### src/rtl/sdiv_pkg.sv
package sdiv_pkg;
  parameter int unsigned DIV_W = 8;
  localparam int unsigned CNT_W = $clog2(DIV_W + 1);

  typedef struct packed {
    logic             carry;
    logic [DIV_W-1:0] diff;
  } trial_t;

  // Unsigned magnitude of a two's-complement value (most negative maps to 2^(W-1)).
  function automatic logic [DIV_W-1:0] magnitude(input logic [DIV_W-1:0] v);
    return v[DIV_W-1] ? (~v + 1'b1) : v;
  endfunction

  // Re-apply a sign to a magnitude.
  function automatic logic [DIV_W-1:0] apply_sign(input logic [DIV_W-1:0] m, input logic neg);
    return neg ? (~m + 1'b1) : m;
  endfunction

  // Trial subtraction; carry = 1 means no borrow.
  function automatic trial_t trial_sub(input logic [DIV_W-1:0] a, input logic [DIV_W-1:0] b);
    logic [DIV_W:0] s;
    s = {1'b0, a} + {1'b0, ~b} + {{DIV_W{1'b0}}, 1'b1};
    return '{carry: s[DIV_W], diff: s[DIV_W-1:0]};
  endfunction
endpackage

### src/rtl/div_operand_prep.sv
module div_operand_prep #(
  parameter int unsigned W = sdiv_pkg::DIV_W
) (
  input  logic         clk,
  input  logic         rst_n,
  input  logic         capture,
  input  logic [W-1:0] dividend,
  input  logic [W-1:0] divisor,
  output logic [W-1:0] a_mag,
  output logic [W-1:0] d_mag,
  output logic         q_neg,
  output logic         r_neg,
  output logic         ovf,
  output logic         dz
);
  import sdiv_pkg::*;
  localparam logic [W-1:0] MOST_NEG = {1'b1, {(W-1){1'b0}}};

  always_ff @(posedge clk or negedge rst_n) begin
    if (!rst_n) begin
      a_mag <= '0;
      d_mag <= '0;
      q_neg <= 1'b0;
      r_neg <= 1'b0;
      ovf   <= 1'b0;
      dz    <= 1'b0;
    end else if (capture) begin
      a_mag <= magnitude(dividend);
      d_mag <= magnitude(divisor);
      q_neg <= dividend[W-1] ^ divisor[W-1];
      r_neg <= dividend[W-1];
      ovf   <= (dividend == MOST_NEG) && (divisor == {W{1'b1}});
      dz    <= (divisor == '0);
    end
  end
endmodule

### src/rtl/div_seq_ctrl.sv
module div_seq_ctrl #(
  parameter int unsigned W  = sdiv_pkg::DIV_W,
  parameter int unsigned CW = sdiv_pkg::CNT_W
) (
  input  logic clk,
  input  logic rst_n,
  input  logic start,
  output logic busy,
  output logic capture,
  output logic load_q,
  output logic shift_q,
  output logic step,
  output logic finish,
  output logic done
);
  logic [CW-1:0] cnt;
  logic          cnt_zero;

  assign cnt_zero = (cnt == '0);
  assign capture  = start && !busy;
  assign step     = busy && !cnt_zero;
  assign finish   = busy && cnt_zero;
  assign shift_q  = busy && !load_q;

  always_ff @(posedge clk or negedge rst_n) begin
    if (!rst_n) begin
      busy   <= 1'b0;
      cnt    <= '0;
      load_q <= 1'b0;
      done   <= 1'b0;
    end else begin
      done   <= finish;
      load_q <= capture;          // delayed load enable, held to the falling edge
      if (capture) begin
        busy <= 1'b1;
        cnt  <= CW'(W);
      end else if (busy) begin
        if (cnt_zero) busy <= 1'b0;
        else          cnt  <= cnt - 1'b1;
      end
    end
  end

  assert_count_load_R8: assert property (@(posedge clk) disable iff (!rst_n)
    capture |=> (cnt == CW'(W)));
  assert_count_down_R8: assert property (@(posedge clk) disable iff (!rst_n)
    step |=> (cnt == $past(cnt) - 1'b1));
  assert_done_pulse_R3: assert property (@(posedge clk) disable iff (!rst_n)
    done |=> !done);
  assert_single_load_R10: assert property (@(posedge clk) disable iff (!rst_n)
    load_q |=> !load_q);
endmodule

### src/rtl/div_rem_path.sv
module div_rem_path #(
  parameter int unsigned W = sdiv_pkg::DIV_W
) (
  input  logic         clk,
  input  logic         rst_n,
  input  logic         clear,
  input  logic         step,
  input  logic         q_msb,
  input  logic [W-1:0] d_mag,
  output logic         carry,
  output logic [W-1:0] rem_mag
);
  import sdiv_pkg::*;
  logic [W-1:0] pr;
  trial_t       t;

  assign t       = trial_sub(pr, d_mag);
  assign carry   = t.carry;
  assign rem_mag = t.carry ? t.diff : pr;

  always_ff @(posedge clk or negedge rst_n) begin
    if (!rst_n)     pr <= '0;
    else if (clear) pr <= '0;
    else if (step) begin
      if (t.carry) pr <= {t.diff[W-2:0], q_msb};   // load, pre-shifted by one
      else         pr <= {pr[W-2:0], q_msb};
    end
  end

  assert_pr_bound_R9: assert property (@(posedge clk) disable iff (!rst_n)
    (step && (d_mag != '0)) |=> ({1'b0, pr} < {d_mag, 1'b0}));
endmodule

### src/rtl/div_quot_reg.sv
module div_quot_reg #(
  parameter int unsigned W = sdiv_pkg::DIV_W
) (
  input  logic         clk,
  input  logic         rst_n,
  input  logic         load,
  input  logic         shift,
  input  logic [W-1:0] a_mag,
  input  logic         bit_in,
  output logic [W-1:0] q
);
  always_ff @(negedge clk or negedge rst_n) begin
    if (!rst_n)     q <= '0;
    else if (load)  q <= a_mag;
    else if (shift) q <= {q[W-2:0], bit_in};
  end

  assert_load_falling_R10: assert property (@(negedge clk) disable iff (!rst_n)
    load |=> (q == $past(a_mag)));
endmodule

### src/rtl/signed_seq_divider.sv
module signed_seq_divider #(
  parameter int unsigned W = sdiv_pkg::DIV_W
) (
  input  logic         clk,
  input  logic         rst_n,
  input  logic         start,
  input  logic [W-1:0] dividend,
  input  logic [W-1:0] divisor,
  output logic         busy,
  output logic         done,
  output logic [W-1:0] quotient,
  output logic [W-1:0] remainder,
  output logic         err_ovf,
  output logic         err_div0
);
  import sdiv_pkg::*;
  localparam logic [W-1:0] MOST_NEG = {1'b1, {(W-1){1'b0}}};

  logic         capture, load_q, shift_q, step, finish;
  logic [W-1:0] a_mag, d_mag, q_reg, rem_mag;
  logic         q_neg, r_neg, ovf, dz, carry;

  div_seq_ctrl #(.W(W)) u_ctrl (
    .clk(clk), .rst_n(rst_n), .start(start), .busy(busy), .capture(capture),
    .load_q(load_q), .shift_q(shift_q), .step(step), .finish(finish), .done(done)
  );

  div_operand_prep #(.W(W)) u_prep (
    .clk(clk), .rst_n(rst_n), .capture(capture), .dividend(dividend), .divisor(divisor),
    .a_mag(a_mag), .d_mag(d_mag), .q_neg(q_neg), .r_neg(r_neg), .ovf(ovf), .dz(dz)
  );

  div_rem_path #(.W(W)) u_rem (
    .clk(clk), .rst_n(rst_n), .clear(capture), .step(step), .q_msb(q_reg[W-1]),
    .d_mag(d_mag), .carry(carry), .rem_mag(rem_mag)
  );

  div_quot_reg #(.W(W)) u_quot (
    .clk(clk), .rst_n(rst_n), .load(load_q), .shift(shift_q), .a_mag(a_mag),
    .bit_in(carry), .q(q_reg)
  );

  always_ff @(posedge clk or negedge rst_n) begin
    if (!rst_n) begin
      quotient  <= '0;
      remainder <= '0;
      err_ovf   <= 1'b0;
      err_div0  <= 1'b0;
    end else if (finish) begin
      quotient  <= dz ? {W{1'b1}} : apply_sign(q_reg, q_neg);
      remainder <= apply_sign(rem_mag, r_neg);
      err_ovf   <= ovf;
      err_div0  <= dz;
    end
  end

  assert_done_idle_R3: assert property (@(posedge clk) disable iff (!rst_n)
    done |-> !busy);
  assert_ovf_value_R5: assert property (@(posedge clk) disable iff (!rst_n)
    (done && err_ovf) |-> ((quotient == MOST_NEG) && (remainder == '0)));
  assert_div0_quot_R6: assert property (@(posedge clk) disable iff (!rst_n)
    (done && err_div0) |-> (quotient == {W{1'b1}}));
endmodule

### config.mk
export PLATFORM = sky130hd
export DESIGN_NAME = signed_seq_divider
export DESIGN_NICKNAME = d
export VERILOG_FILES = /design/src/rtl/sdiv_pkg.sv /design/src/rtl/div_operand_prep.sv /design/src/rtl/div_seq_ctrl.sv /design/src/rtl/div_rem_path.sv /design/src/rtl/div_quot_reg.sv /design/src/rtl/signed_seq_divider.sv
export SDC_FILE = /design/constraint.sdc
export NUM_CORES = 1
export LEC_CHECK = 0
export ABC_CLOCK_PERIOD_IN_PS = 3100
export BUFFER_PORTS_ARGS = -buffer_cell sky130_fd_sc_hd__buf_2
export CAP_MARGIN = 20
export CORE_MARGIN = 3
export CORE_UTILIZATION = 44
export DETAILED_ROUTE_END_ITERATION = 7
export PLACE_DENSITY_LB_ADDON = 0.2
export SLEW_MARGIN = 0
export SYNTH_ARGS = -nofsm -noshare
export SYNTH_HDL_FRONTEND = slang
export SYNTH_SLANG_ARGS = --single-unit
### constraint.sdc
create_clock -name clk -period 3.1 [get_ports clk]
set_input_delay 0.62 -clock clk [delete_from_list [all_inputs] [get_ports clk]]
set_output_delay 0.62 -clock clk [all_outputs]
set_load 0.02 [all_outputs]
==> flow_summary.ini <==
[run_status]
status = complete, but fails checks
violations = setup timing

[power]
totalPowerFinal_mw = 5.24
ir_drop_v = 0.000395
p_leak_nw = 2.02
power_density_mw_per_mm2 = 1250

[logic_synthesis]
synth_commonest_cells = nand2_1, dfrtp_1, o21ai_0
synthFlopType = dfrtp_1
avgSynthCellArea_um2 = 9.00
yosysSeqAreaShare = 0.442
synth_compound_area_frac = 0.180
yosysTopAreaCellShare = 0.384
synth_xor_area_frac = 0.0710
synth_simple_gate_area_share = 0.164
yosysMostFrequentCell = nand2_1
async_reset_ff_frac = 1.00
synth_cell_type_count = 50
synth_top_family_by_area = compound AO/OA/AOI/OAI gates
synth-seq-cells = 61
synthAdderAreaFrac = 0.0565
synthesis.nets = 418
synth-edff-count = 0
synthMuxAreaShare = 0.0384
syn_area_mm2 = 0.00346
synthCells = 384
synth.area.top_cells = dfrtp_1, nand2_1, o21ai_0, dfrtn_1, ha_1
ys_warn_count = 0
synth_top_area_cell = dfrtp_1

[worst_setup_path]
cp-end-kind = register
path_class = register to register
critical_path_required_ps = 1710
reg2reg_depth = 10
critPathLaunchType = register
arrival_ps = 2210
worstPathMaxFanout = 2

[cells_and_area]
drive_gt1_frac = 0.246
area_growth_pct = 21.4
antennaDiodeCount = 0
fin_nets = 485

[clock_network]
htreeDepth = 3
holdBufCountCts = 0
clk_latency_ps = 330
numCtsBuffers = 9
clock-sinks = 61
clockRootBuffer = clkbuf_8
clk_pin_slew_worst_paths_ps = 70
clk_path_buf_depth = 2
cts_tree = done

[global_routing]
grt_use_total = 0.179
grt_pass1_vias = 2746
antenna_found_initial = 0
grt_max_degree = 45
overflow = 0
grt_first_pass_wirelength_mm = 12.5

[sta]
setup_slack_ps = -503
hold_viol_final = 0
setup_viol = 3
skew_ps = 13.5
rsz0062_at_grt = true
max_slew_margin = 0.631
drv_slew = 0
tightest_slew_ps = 554
tns_ps = -654

[placement]
place_congestion = 0.834
port_buffers = 38
hpwl_mm = 5.65
dp_slack_ps = -491

[die]
dieHeight_um = 94.6
rows = 31
core_mm2 = 0.00745
fp.dieW_um = 94.6
start_util = 0.464
ioPinCount = 39
dieArea_mm2 = 0.00895

[drt]
drtPass1Iterations = 4
ant_nets = 0
avgViaCountPerCell = 5.12
wire_per_inst_um = 13.3
first_iter_violations = 140
wl_mm = 7.40
drc_errors = 0
vias = 2843

[worst_hold_path]
hold_path_class = primary input to asynchronous set/reset pin

[run]
cap_violations = 0
==> repair_timing <==
| action | 4_1_cts | 5_1_grt |
|---|---|---|
| setup buffers | 0 | 1 |
| pin swaps | 1 | 8 |
| resized for setup | 6 | 11 |
| setup endpoints to repair | 3 | 5 |
==> area by class of cell <==
cell class,instances,area [um^2]
well taps,99,124
inverters,21,78.8
clock buffers,10,128
fillers,723,3250
multi-input cells,283,1830
repair buffers,75,468
flip-flops and latches,61,1530
clock inverters,6,38.8
==> report_power, final <==
group / internal [mW] / total (mW) / leakage (nW) / switching (mW)
Combinational: 1.46 / 3.22 / 1.17 / 1.76
Clock: 0.288 / 0.607 / 0.0824 / 0.318
Sequential: 1.14 / 1.41 / 0.769 / 0.277
==> logic make-up (layout without fill, tap and decap cells) <==
family | count (synthesis) | after routing
simple gates | 130 | 130
compound gates | 97 | 97
flops | 61 | 61
buf+inv | 40 | 112
xor+xnor | 28 | 28
fa+ha+maj | 15 | 15
mux | 13 | 13
==> cells in the final DEF (no fill, tap or decap), types with 3 or more instances in the layout <==
| master | netlist | final |
|---|---|---|
| o21ai_1 | 3 | 7 |
| nand2_1 | 77 | 76 |
| mux2i_1 | 11 | 11 |
| or3_1 | 7 | 5 |
| dfrtn_1 | 8 | 8 |
| o21a_1 | 4 | 4 |
| nand3_1 | 5 | 5 |
| o31ai_1 | 5 | 3 |
| clkinv_2 | 0 | 3 |
| clkbuf_8 | 0 | 9 |
| dfrtp_1 | 53 | 53 |
| nand2b_1 | 4 | 4 |
| inv_1 | 21 | 19 |
| nor2_1 | 18 | 18 |
| buf_2 | 1 | 38 |
| nor2b_1 | 5 | 5 |
| ha_1 | 14 | 13 |
| o21ai_0 | 52 | 48 |
| buf_4 | 0 | 37 |
| nor3_1 | 6 | 6 |
| xnor2_1 | 16 | 15 |
| xor2_1 | 12 | 12 |
| a21oi_1 | 11 | 10 |
==> metrics by stage <==
stage / instance area (um^2) / hold slack, ps / instances / util
finish: 4200 / 267 / 555 / 0.563
global route: 4200 / 277 / 555 / 0.563
CTS: 4150 / 263 / 554 / 0.557
detailed placement: 3960 / 452 / 538 / 0.532
global placement: 3960 / 447 / 538 / 0.532
floorplan: 3470 / 324 / 384 / -
==> metal layers <==
layer / track usage / wire length, um
met1: 0.244 / 3720
met2: 0.276 / 3330
met3: 0.0462 / 273
met4: 0.0649 / 74
met5: 0 / 0
==> critical path, stage by stage (launching register included) <==
cell and delay (ps):
dfrtp_1 390, inv_2 80, ha_4 130, inv_2 40, fa_2 380, a211oi_4 300, o31ai_4 110, a31oi_2 210
nand2_1 70, o21ai_1 100, o21ai_1 80
==> final timing paths <==
kind	from	endpoint	slack, ps
max	u_rem.pr[0]	u_quot.q[0]	-500
min	rst_n	remainder[4]	270
max reg2reg	u_rem.pr[0]	u_quot.q[0]	-500
min reg2reg	quotient[4]	quotient[4]	470
max in group asynchronous	rst_n	u_quot.q[7]	1000
min in group clk	quotient[4]	quotient[4]	470
Power figures use the tool's default switching activity.
